## src/rtl/irqsel_pkg.sv

```systemverilog
package irqsel_pkg;

  localparam int NUM_CLS = 8;
  localparam int CLS_W   = $clog2(NUM_CLS);

  typedef enum logic [CLS_W-1:0] {
    CLS_NMI   = 3'd0,
    CLS_VNMI  = 3'd1,
    CLS_VFNMI = 3'd2,
    CLS_FIQ   = 3'd3,
    CLS_IRQ   = 3'd4,
    CLS_VIRQ  = 3'd5,
    CLS_VFIQ  = 3'd6,
    CLS_VSERR = 3'd7
  } irqCls_e;

  // number of non-maskable classes and the distance to their ordinary partner
  localparam int FOLD_N     = 3;
  localparam int FOLD_SHIFT = int'(CLS_IRQ) - int'(CLS_NMI);

  typedef struct packed {
    logic               take;
    logic [NUM_CLS-1:0] grant;
    logic               vsTake;
  } selStrobe_t;

endpackage

```

## src/rtl/irqsel_ctrl.sv

```systemverilog
module irqsel_ctrl
  import irqsel_pkg::*;
(
  input  logic               clk,
  input  logic               rstN,
  input  logic [NUM_CLS-1:0] cand,
  input  logic               pendVs,
  output selStrobe_t         stb,
  output logic               vsSupp
);

  logic [NUM_CLS:0]   seen;
  logic [NUM_CLS-1:0] grantVec;

  assign seen[0] = 1'b0;

  // priority chain: lowest class index wins
  for (genvar g = 0; g < NUM_CLS; g++) begin : g_prio
    assign grantVec[g] = cand[g] & ~seen[g];
    assign seen[g+1]   = seen[g] | cand[g];
  end

  always_comb begin
    stb.take   = seen[NUM_CLS];
    stb.grant  = grantVec;
    stb.vsTake = grantVec[int'(CLS_VSERR)];
  end

  // hold off a taken virtual SError until its line is seen low
  always_ff @(posedge clk or negedge rstN) begin
    if (!rstN) begin
      vsSupp <= 1'b0;
    end else if (stb.vsTake) begin
      vsSupp <= 1'b1;
    end else if (!pendVs) begin
      vsSupp <= 1'b0;
    end
  end

endmodule

```

## src/rtl/irqsel_dp.sv

```systemverilog
module irqsel_dp
  import irqsel_pkg::*;
#(
  parameter int LVL_W    = 2,
  parameter int VIRT_LVL = 1
) (
  input  logic               clk,
  input  logic               rstN,
  input  logic               nmiEn,
  input  logic [NUM_CLS-1:0] pendReq,
  input  logic [NUM_CLS-1:0] unmaskReq,
  input  logic               vsSupp,
  input  logic [LVL_W-1:0]   tgtNmi,
  input  logic [LVL_W-1:0]   tgtFiq,
  input  logic [LVL_W-1:0]   tgtIrq,
  input  selStrobe_t         stb,
  output logic [NUM_CLS-1:0] cand,
  output logic               takeValid,
  output logic [CLS_W-1:0]   takeClass,
  output logic [LVL_W-1:0]   takeLevel,
  output logic               vseClear
);

  localparam logic [LVL_W-1:0] VIRT_L = LVL_W'(VIRT_LVL);

  logic [NUM_CLS-1:0] effPend;
  logic [LVL_W-1:0]   laneLvl [NUM_CLS];
  logic [CLS_W-1:0]   encCls;
  logic [LVL_W-1:0]   lvlNext;

  // request folding and virtual SError hold-off
  for (genvar g = 0; g < NUM_CLS; g++) begin : g_fold
    if (g < FOLD_N) begin : g_nmi
      assign effPend[g] = nmiEn & pendReq[g];
    end else if (g >= FOLD_SHIFT && g < FOLD_SHIFT + FOLD_N) begin : g_join
      assign effPend[g] = pendReq[g] | (~nmiEn & pendReq[g-FOLD_SHIFT]);
    end else if (g == int'(CLS_VSERR)) begin : g_vs
      assign effPend[g] = pendReq[g] & ~vsSupp;
    end else begin : g_plain
      assign effPend[g] = pendReq[g];
    end
  end

  assign cand = effPend & unmaskReq;

  // per-class target level lanes
  for (genvar g = 0; g < NUM_CLS; g++) begin : g_lvl
    if (g == int'(CLS_NMI)) begin : g_pn
      assign laneLvl[g] = tgtNmi;
    end else if (g == int'(CLS_FIQ)) begin : g_pf
      assign laneLvl[g] = tgtFiq;
    end else if (g == int'(CLS_IRQ)) begin : g_pi
      assign laneLvl[g] = tgtIrq;
    end else begin : g_virt
      assign laneLvl[g] = VIRT_L;
    end
  end

  // one-hot grant to code and level (and-or, zero when idle)
  always_comb begin
    encCls  = '0;
    lvlNext = '0;
    for (int i = 0; i < NUM_CLS; i++) begin
      if (stb.grant[i]) begin
        encCls  = encCls | CLS_W'(i);
        lvlNext = lvlNext | laneLvl[i];
      end
    end
  end

  always_ff @(posedge clk or negedge rstN) begin
    if (!rstN) begin
      takeValid <= 1'b0;
      takeClass <= '0;
      takeLevel <= '0;
      vseClear  <= 1'b0;
    end else begin
      takeValid <= stb.take;
      takeClass <= encCls;
      takeLevel <= lvlNext;
      vseClear  <= stb.vsTake;
    end
  end

endmodule

```

## src/rtl/irq_take_sel.sv

```systemverilog
module irq_take_sel
  import irqsel_pkg::*;
#(
  parameter int LVL_W    = 2,
  parameter int VIRT_LVL = 1
) (
  input  logic               clk,
  input  logic               rstN,
  input  logic               nmiEn,
  input  logic [NUM_CLS-1:0] pendReq,
  input  logic [NUM_CLS-1:0] unmaskReq,
  input  logic [LVL_W-1:0]   tgtNmi,
  input  logic [LVL_W-1:0]   tgtFiq,
  input  logic [LVL_W-1:0]   tgtIrq,
  output logic               takeValid,
  output logic [CLS_W-1:0]   takeClass,
  output logic [LVL_W-1:0]   takeLevel,
  output logic               vseClear
);

  selStrobe_t         stb;
  logic [NUM_CLS-1:0] cand;
  logic               vsSupp;

  irqsel_ctrl ctrl_i (
    .clk    (clk),
    .rstN   (rstN),
    .cand   (cand),
    .pendVs (pendReq[int'(CLS_VSERR)]),
    .stb    (stb),
    .vsSupp (vsSupp)
  );

  irqsel_dp #(
    .LVL_W    (LVL_W),
    .VIRT_LVL (VIRT_LVL)
  ) dp_i (
    .clk       (clk),
    .rstN      (rstN),
    .nmiEn     (nmiEn),
    .pendReq   (pendReq),
    .unmaskReq (unmaskReq),
    .vsSupp    (vsSupp),
    .tgtNmi    (tgtNmi),
    .tgtFiq    (tgtFiq),
    .tgtIrq    (tgtIrq),
    .stb       (stb),
    .cand      (cand),
    .takeValid (takeValid),
    .takeClass (takeClass),
    .takeLevel (takeLevel),
    .vseClear  (vseClear)
  );

endmodule

```

## config.mk

```make
export PLATFORM = sky130hd
export DESIGN_NAME = irq_take_sel
export DESIGN_NICKNAME = d
export VERILOG_FILES = /design/src/rtl/irqsel_pkg.sv /design/src/rtl/irqsel_ctrl.sv /design/src/rtl/irqsel_dp.sv /design/src/rtl/irq_take_sel.sv
export SDC_FILE = /design/constraint.sdc
export NUM_CORES = 1
export LEC_CHECK = 0
export ABC_CLOCK_PERIOD_IN_PS = 1100
export CAP_MARGIN = 20
export CORE_MARGIN = 2
export CORE_UTILIZATION = 35
export DETAILED_ROUTE_END_ITERATION = 16
export GPL_ROUTABILITY_DRIVEN = 0
export PLACE_DENSITY = 0.76
export SLEW_MARGIN = 20
export SYNTH_ARGS = -nofsm -noshare
export SYNTH_HDL_FRONTEND = slang
export SYNTH_SLANG_ARGS = --single-unit
```

## constraint.sdc

```tcl
create_clock -name clk -period 1.1 [get_ports clk]
set_input_delay 0.22 -clock clk [delete_from_list [all_inputs] [get_ports clk]]
set_output_delay 0.22 -clock clk [all_outputs]
set_load 0.01 [all_outputs]
```

==> results list, run 1 <==
- Min setup slack post-route: 0.00846 ns
- After synthesis the cells add up to 527 sq um.
* Status: finished clean
- Fmax achieved: 916 MHz
* Path type of the worst setup path: reg2reg
- Normalized max-slew margin: 77.8%
- The routed layout has 533 vias.
* Drc violations: 0
- At the worst endpoint, the required time is 1.24 ns.
- In the synthesized netlist, the number of instances is 53.
- After detailed routing, the average wire length per cell comes to 12.5 microns.
* Hold-fix buffers, CTS: 0
- After the last flow step, the layout net total stands at 119.
- Power spread over the standard cell area amounts to 889 nW/um^2.
* Routed WL: 1340 microns
- For this run, asynchronously set or reset flops after synthesis account for 100%.
* Yosys warns: 0
* Setup slack after placement: -0.515 ns
* Number of global-route vias before repair: 496
- Clock Path Buffers: 2
- Fraction of layout cells with a size suffix above 1: 29.3%
* Routed wire length on met3: 78 microns
- Count of flip-flops with a built-in enable after synthesis: 0
- Once layout is complete, the utilization of the core stands at 70.8%.
- In the routed layout, each cell is associated on average with a via count of 4.98.
* Leak Pwr: 0.449 nW
- For this run, the detailed router's first-pass iteration total came to 4.
- Initial antenna violation count: 0
* Diode insertion count for antenna repair: 0
* GRT Residual Overflow: 0
* Area of the placeable core: 1350 sq um
- The count of nets left with antenna violations once routing finished came out at 0.
- Setup violations remaining at the end of the flow were counted as 0.
- Period utilization: 99.2%
- In the final routing, the length of wire on met1 measures 540 microns.
- Synthesis-to-finish area growth: 81.5%
- Data on the critical path arrives at its endpoint at 1.23 ns.
- CTS H-Tree Depth: 1
* Average footprint of a synthesized cell: 9.94 sq um
- Fin Clk Skew: 0.000561 ns
- The first global-routing pass estimated 2060 microns of wire.
- Post-synthesis sequential area ratio: 38.0%
- Critical-path maximum fanout: 3
- In this run the worst hold path is classified as in2async.
- Setup repair after global routing missed its margin: yes
* Total track usage: 14.8%
- Max Used Layer: met3
- Starting utilization of the core area: 39.0%
- In this run the count of I/O pins placed on the die edge is 32.
- Counting every sink on the clock net gives 8.
* Element type at the critical path end: flop
* Commonest non-fill, non-tap cell in the layout: clkdlybuf4s50_1
- Counting the buffers created by CTS gives 3.
- Measured along the y axis, the die boundary spans 42.8 microns.
- The die is 42.8 microns wide.
- The later pin in the worst-skew pair is clocked with a latency of 0.24 ns.
- Category of the worst setup path launch point: flop
* Number of core rows: 13
* Floorplan die area: 1830 sq um
- IR analysis of the VDD net gives a maximum drop of 0.000340 V.
* Summed area of non-filler cells in the final layout: 956 sq um
- The count of buffers added on input and output ports is 31.
- Max-cap violations in this run came to 0.
- Number of hold-slack violations in the final timing report: 0
- In this run the clock root is driven by a clkbuf_4.
- After routing, the total negative slack on setup checks comes to 0 ns.
- Summed over all nets, wire length on met2 after detailed routing comes to 718 microns.
- Clock-pin slew was measured on the worst setup and hold paths at 0.05 ns.
* Detail Placement HPWL: 1090 microns
* Total power: 0.000849 W
* Number of storage elements in the synthesis netlist: 8
* Least-Margin Pin Slew: 0.332 ns
- Post-route minimum period: 1.09 ns
* Syn nets: 78
- Number of violations reported at the end of detailed-routing iteration 0: 9
* Top library cells by usage in the layout, fill and taps aside: 12 x clkdlybuf4s50_1, 11 x clkdlybuf4s15_1, 8 x dfrtp_1
- Entering global routing, the biggest net connects 9 pins.
- The max-slew violation count was 0.
- The netlist uses 30 different library cells.
- For this run, the leading register cell type out of synthesis is dfrtp_1.
- TritonCTS built the clock tree.
- In this run the cell area measured after placement is 886 sq um.
-- metal layers --
metal | global-route usage, % | up-vias
met1 | 16.8 | 238
met5 | 0 | -
met3 | 2.98 | 0
met2 | 25.8 | 23
met4 | 7.50 | 0
li1 | - | 272
-- final cells by class --
class / instances / area, sq um
Fill cell: 119 / 394
Clock buffer: 3 / 22.5
Sequential cell: 8 / 200
Tap cell: 15 / 18.8
Inverter: 2 / 7.51
Multi-Input combinational cell: 41 / 339
Timing Repair Buffer: 38 / 368
-- state kept, by name (all words and copies together) (netlist names) --
register / cells
ctrl_i.vsSupp: 1
dp_i.takeClass: 3
dp_i.takeLevel: 2
dp_i.takeValid: 1
dp_i.vseClear: 1
-- cell usage after synthesis, types with 2 or more instances --
cell type / count / area [sq um]
dfrtp_1: 8 / 200
nand2_1: 7 / 26.3
o21ai_1: 3 / 15.0
o21ai_2: 3 / 26.3
inv_1: 2 / 7.51
nand3_1: 2 / 10.0
nor2_1: 2 / 7.51
nor2b_2: 2 / 17.5
o21ai_0: 2 / 10.0
o22ai_2: 2 / 25.0
-- report_power, final --
part | switching (W) | total [W] | internal [W]
sequential | 0.00000841 | 0.000331 | 0.000322
combinational | 0.000130 | 0.000311 | 0.000182
clock | 0.0000839 | 0.000208 | 0.000124
total | 0.000222 | 0.000849 | 0.000627
-- final timing paths --
check	start	to	slack [ns]	cells past startpoint
worst max-delay path	ctrl_i.vsSupp$_DFFE_PN0P_	dp_i.takeClass[2]$_DFF_PN0_	0.008	3
worst min-delay path	rstN	dp_i.takeClass[0]$_DFF_PN0_	0.24	1
worst max register to register	ctrl_i.vsSupp$_DFFE_PN0P_	dp_i.takeClass[2]$_DFF_PN0_	0.008	3
worst min register to register	ctrl_i.vsSupp$_DFFE_PN0P_	ctrl_i.vsSupp$_DFFE_PN0P_	0.52	2
max in group asynchronous	rstN	dp_i.takeClass[1]$_DFF_PN0_	0.61	1
min in group clk	pendReq[7]	ctrl_i.vsSupp$_DFFE_PN0P_	0.37	3
-- through the flow --
step | hold WS (ns) | std cells
after floorplan | -0.0756 | 53
after global placement | 0.501 | 103
after detailed placement | 0.508 | 103
after CTS | 0.246 | 106
after global routing | 0.257 | 107
final | 0.242 | 107
-- kinds of logic (layout without fill, tap and decap cells) --
| family | after synthesis | after routing | synth area share (%) |
|---|---|---|---|
| AOI/OAI and AO/OA | 18 | 18 | 30.9 |
| DFF | 8 | 8 | 38.0 |
| buffers and inverters | 4 | 43 | 4.28 |
| and+or+nand+nor | 23 | 23 | 26.8 |
-- critical path, stage by stage (launching register included) --
cell and delay, ns:
dfrtp_1 0.38, nand3b_1 0.18, and2_4 0.16, a311oi_2 0.27
-- repair_timing --
action                                  4_1_cts  5_1_grt
endpoints found under the setup margin       15       10
buffers inserted                              0        1
cloned                                        0        0
resized for setup                            23       16
pin swaps                                     8        8
No activity file was read; power rests on OpenSTA's default activity.
==> run 2: changes to the inputs <==
--- a/config.mk
+++ b/config.mk
@@ -12,6 +12,7 @@
 export DETAILED_ROUTE_END_ITERATION = 16
 export GPL_ROUTABILITY_DRIVEN = 0
 export PLACE_DENSITY = 0.76
+export SKIP_CTS_REPAIR_TIMING = 1
 export SLEW_MARGIN = 20
 export SYNTH_ARGS = -nofsm -noshare
 export SYNTH_HDL_FRONTEND = slang
==> results list, run 2 (synthesis gave the netlist of run 1 again) <==
* First-pass GRT wire length: 1950 microns
* Sequential cell area: 200 sq um
- Synthesis-to-finish area growth: 88.6%
- The layout has 110 filler cells.
- Detail Placement HPWL: 1090 microns
- Overall power consumption after layout is estimated at 0.000866 W.
- Latest clock arrival within the worst-skew pair: 0.24 ns
* Port bufs: 31
- Total track usage: 14.1%
* Number of global-route vias before repair: 478
- VDD sags by at most 0.000353 V.
- Leak Pwr: 0.556 nW
* GRT Residual Overflow: 0
- The max-slew violation count was 0.
- Clock buffer count from CTS: 3
- Dividing the detail-routed wire length by the instance count gives 12.5 microns.
- Starting utilization of the core area: 39.0%
* Ports: 32
- Net total in the final layout: 118
- Fmax achieved: 890 MHz
- Counting tap cells, the placed design contains a total of 103 instances.
- Clock Path Buffers: 2
- The post-route netlist has 28.6% of its cells at a drive strength greater than 1.
- The top cell types in the final layout, fill and taps aside, are 16 x dlymetal6s2s_1, 15 x clkdlybuf4s50_1, 8 x dfrtp_1.
* Total via count in the routed design: 528
- The die is 42.8 microns wide.
* Number of maximum-capacitance violations: 0
- Dividing the detail-routed via count by the number of cells gives 4.98.
- Final TNS setup: -0.0239 ns
* Area of the placeable core: 1350 sq um
- The largest registers in the layout are dp_i.takeClass (3), dp_i.takeLevel (2).
- Drt pass-1 iters: 2
* Post-route minimum period: 1.12 ns
- CTS H-Tree Depth: 1
- Commonest non-fill, non-tap cell in the layout: dlymetal6s2s_1
- Number of hold-slack violations in the final timing report: 0
- Arrival time of data at the critical path endpoint: 1.27 ns
- Finish-stage setup viols: 1
* Path type of the worst setup path: in2reg
* TritonCTS clock tree: built
- Register name with the most flops: dp_i.takeClass
* Initial antenna violation count: 0
- Element type at the critical path end: flop
- At the worst endpoint, the required time is 1.24 ns.
- The die covers 1830 sq um.
- The checks that failed: negative setup slack.
* Flip-flop count of the largest register, all copies and words added: 3
* Period utilization: 102%
* Category of the worst setup path launch point: input port
- Library cell used as clock root buffer: clkbuf_4
* Pin count of the biggest net entering global routing: 9
- Least-Margin Pin Slew: 0.332 ns
* Multi-input gate area in the final layout: 349 sq um
- The number of antenna diodes in the final layout is 0.
* Number of violations reported at the end of detailed-routing iteration 0: 5
- Headroom to the max-slew limit came out at 77.8%.
- Number of core rows: 13
- Number of sinks handled by clock tree synthesis: 8
- The flow ran to the end, but the final reports show violations.
- Setup repair after global routing missed its margin: yes
* Number of non-filler instances in the completed layout: 106
* Min setup slack post-route: -0.0239 ns
* Height of the die: 42.8 microns
* Fin Clk Skew: 0.00171 ns
* Clock slew seen by the registers of the worst setup and hold paths: 0.05 ns
* Ratio of total power to cell area: 871 nW/um^2
- Drc violations: 0
- Worst min path class: in2async
- Critical-path maximum fanout: 3
- Routed WL: 1320 microns
- Remaining number of nets flagged by the antenna check after routing: 0
- Final hold analysis gives a worst-case slack of 0.241 ns.
[run 2: changes by cell type in the layout (fill, tap and decap cells not counted), moves of 2 or more]
cell / delta
clkdlybuf4s15_1: -11
clkdlybuf4s50_1: +3
dlygate4sd2_1: -2
dlymetal6s2s_1: +11
o21ai_0: -2
o21ai_1: +2
[run 2: critical path: stages]
cell             delay, ns
clkdlybuf4s50_1       0.49
nand3b_1              0.10
and2_4                0.19
a311oi_2              0.26
[run 2: cell type report]
cell class | count | share of cell area, %
Multi-Input combinational cell | 41 | 35.1
Inverter | 2 | 0.756
Sequential cell | 8 | 20.2
Tap cell | 15 | 1.89
Timing Repair Buffer | 37 | 39.8
Clock buffer | 3 | 2.27
[run 2: where the power goes]
| group | total [W] | internal (W) | leakage (nW) | switching (W) |
|---|---|---|---|---|
| registers | 0.000329 | 0.000322 | 0.0983 | 0.00000750 |
| logic | 0.000327 | 0.000195 | 0.444 | 0.000132 |
| clock network | 0.000209 | 0.000124 | 0.0138 | 0.0000855 |
[run 2: per-stage QoR]
| step | setup slack, ns | utilization (%) | area [sq um] |
|---|---|---|---|
| 2_1_floorplan | 0.0593 | - | 527 |
| 3_3_place_gp | -0.443 | 65.6 | 886 |
| 3_5_place_dp | -0.515 | 65.6 | 886 |
| 4_1_cts | -0.251 | 67.3 | 908 |
| 5_1_grt | -0.0744 | 73.6 | 993 |
| 6_report | -0.0239 | 73.6 | 993 |
[run 2: final timing paths]
| path | cells after the start | startpoint | slack (ns) | end |
|---|---|---|---|---|
| hold reg to reg | 2 | ctrl_i.vsSupp$_DFFE_PN0P_ | 0.52 | ctrl_i.vsSupp$_DFFE_PN0P_ |
| hold / removal | 1 | rstN | 0.24 | dp_i.takeClass[0]$_DFF_PN0_ |
| min in group clk | 3 | unmaskReq[1] | 0.31 | dp_i.takeClass[0]$_DFF_PN0_ |
| max in group asynchronous | 1 | rstN | 0.61 | dp_i.takeClass[1]$_DFF_PN0_ |
| setup reg to reg | 3 | ctrl_i.vsSupp$_DFFE_PN0P_ | -0.01 | dp_i.takeClass[2]$_DFF_PN0_ |
| setup / recovery | 4 | pendReq[7] | -0.02 | dp_i.takeClass[2]$_DFF_PN0_ |
[run 2: routing by layer]
metal / share of wire, % / GRT usage [%] / wire length [microns] / vias to the layer above
met2: 53 / 24.8 / 700 / 19
li1: - / - / - / 270
met1: 41 / 15.5 / 544 / 239
met5: 0 / 0 / 0 / -
met4: 0 / 7.50 / 0 / 0
met3: 5.8 / 2.98 / 77 / 0
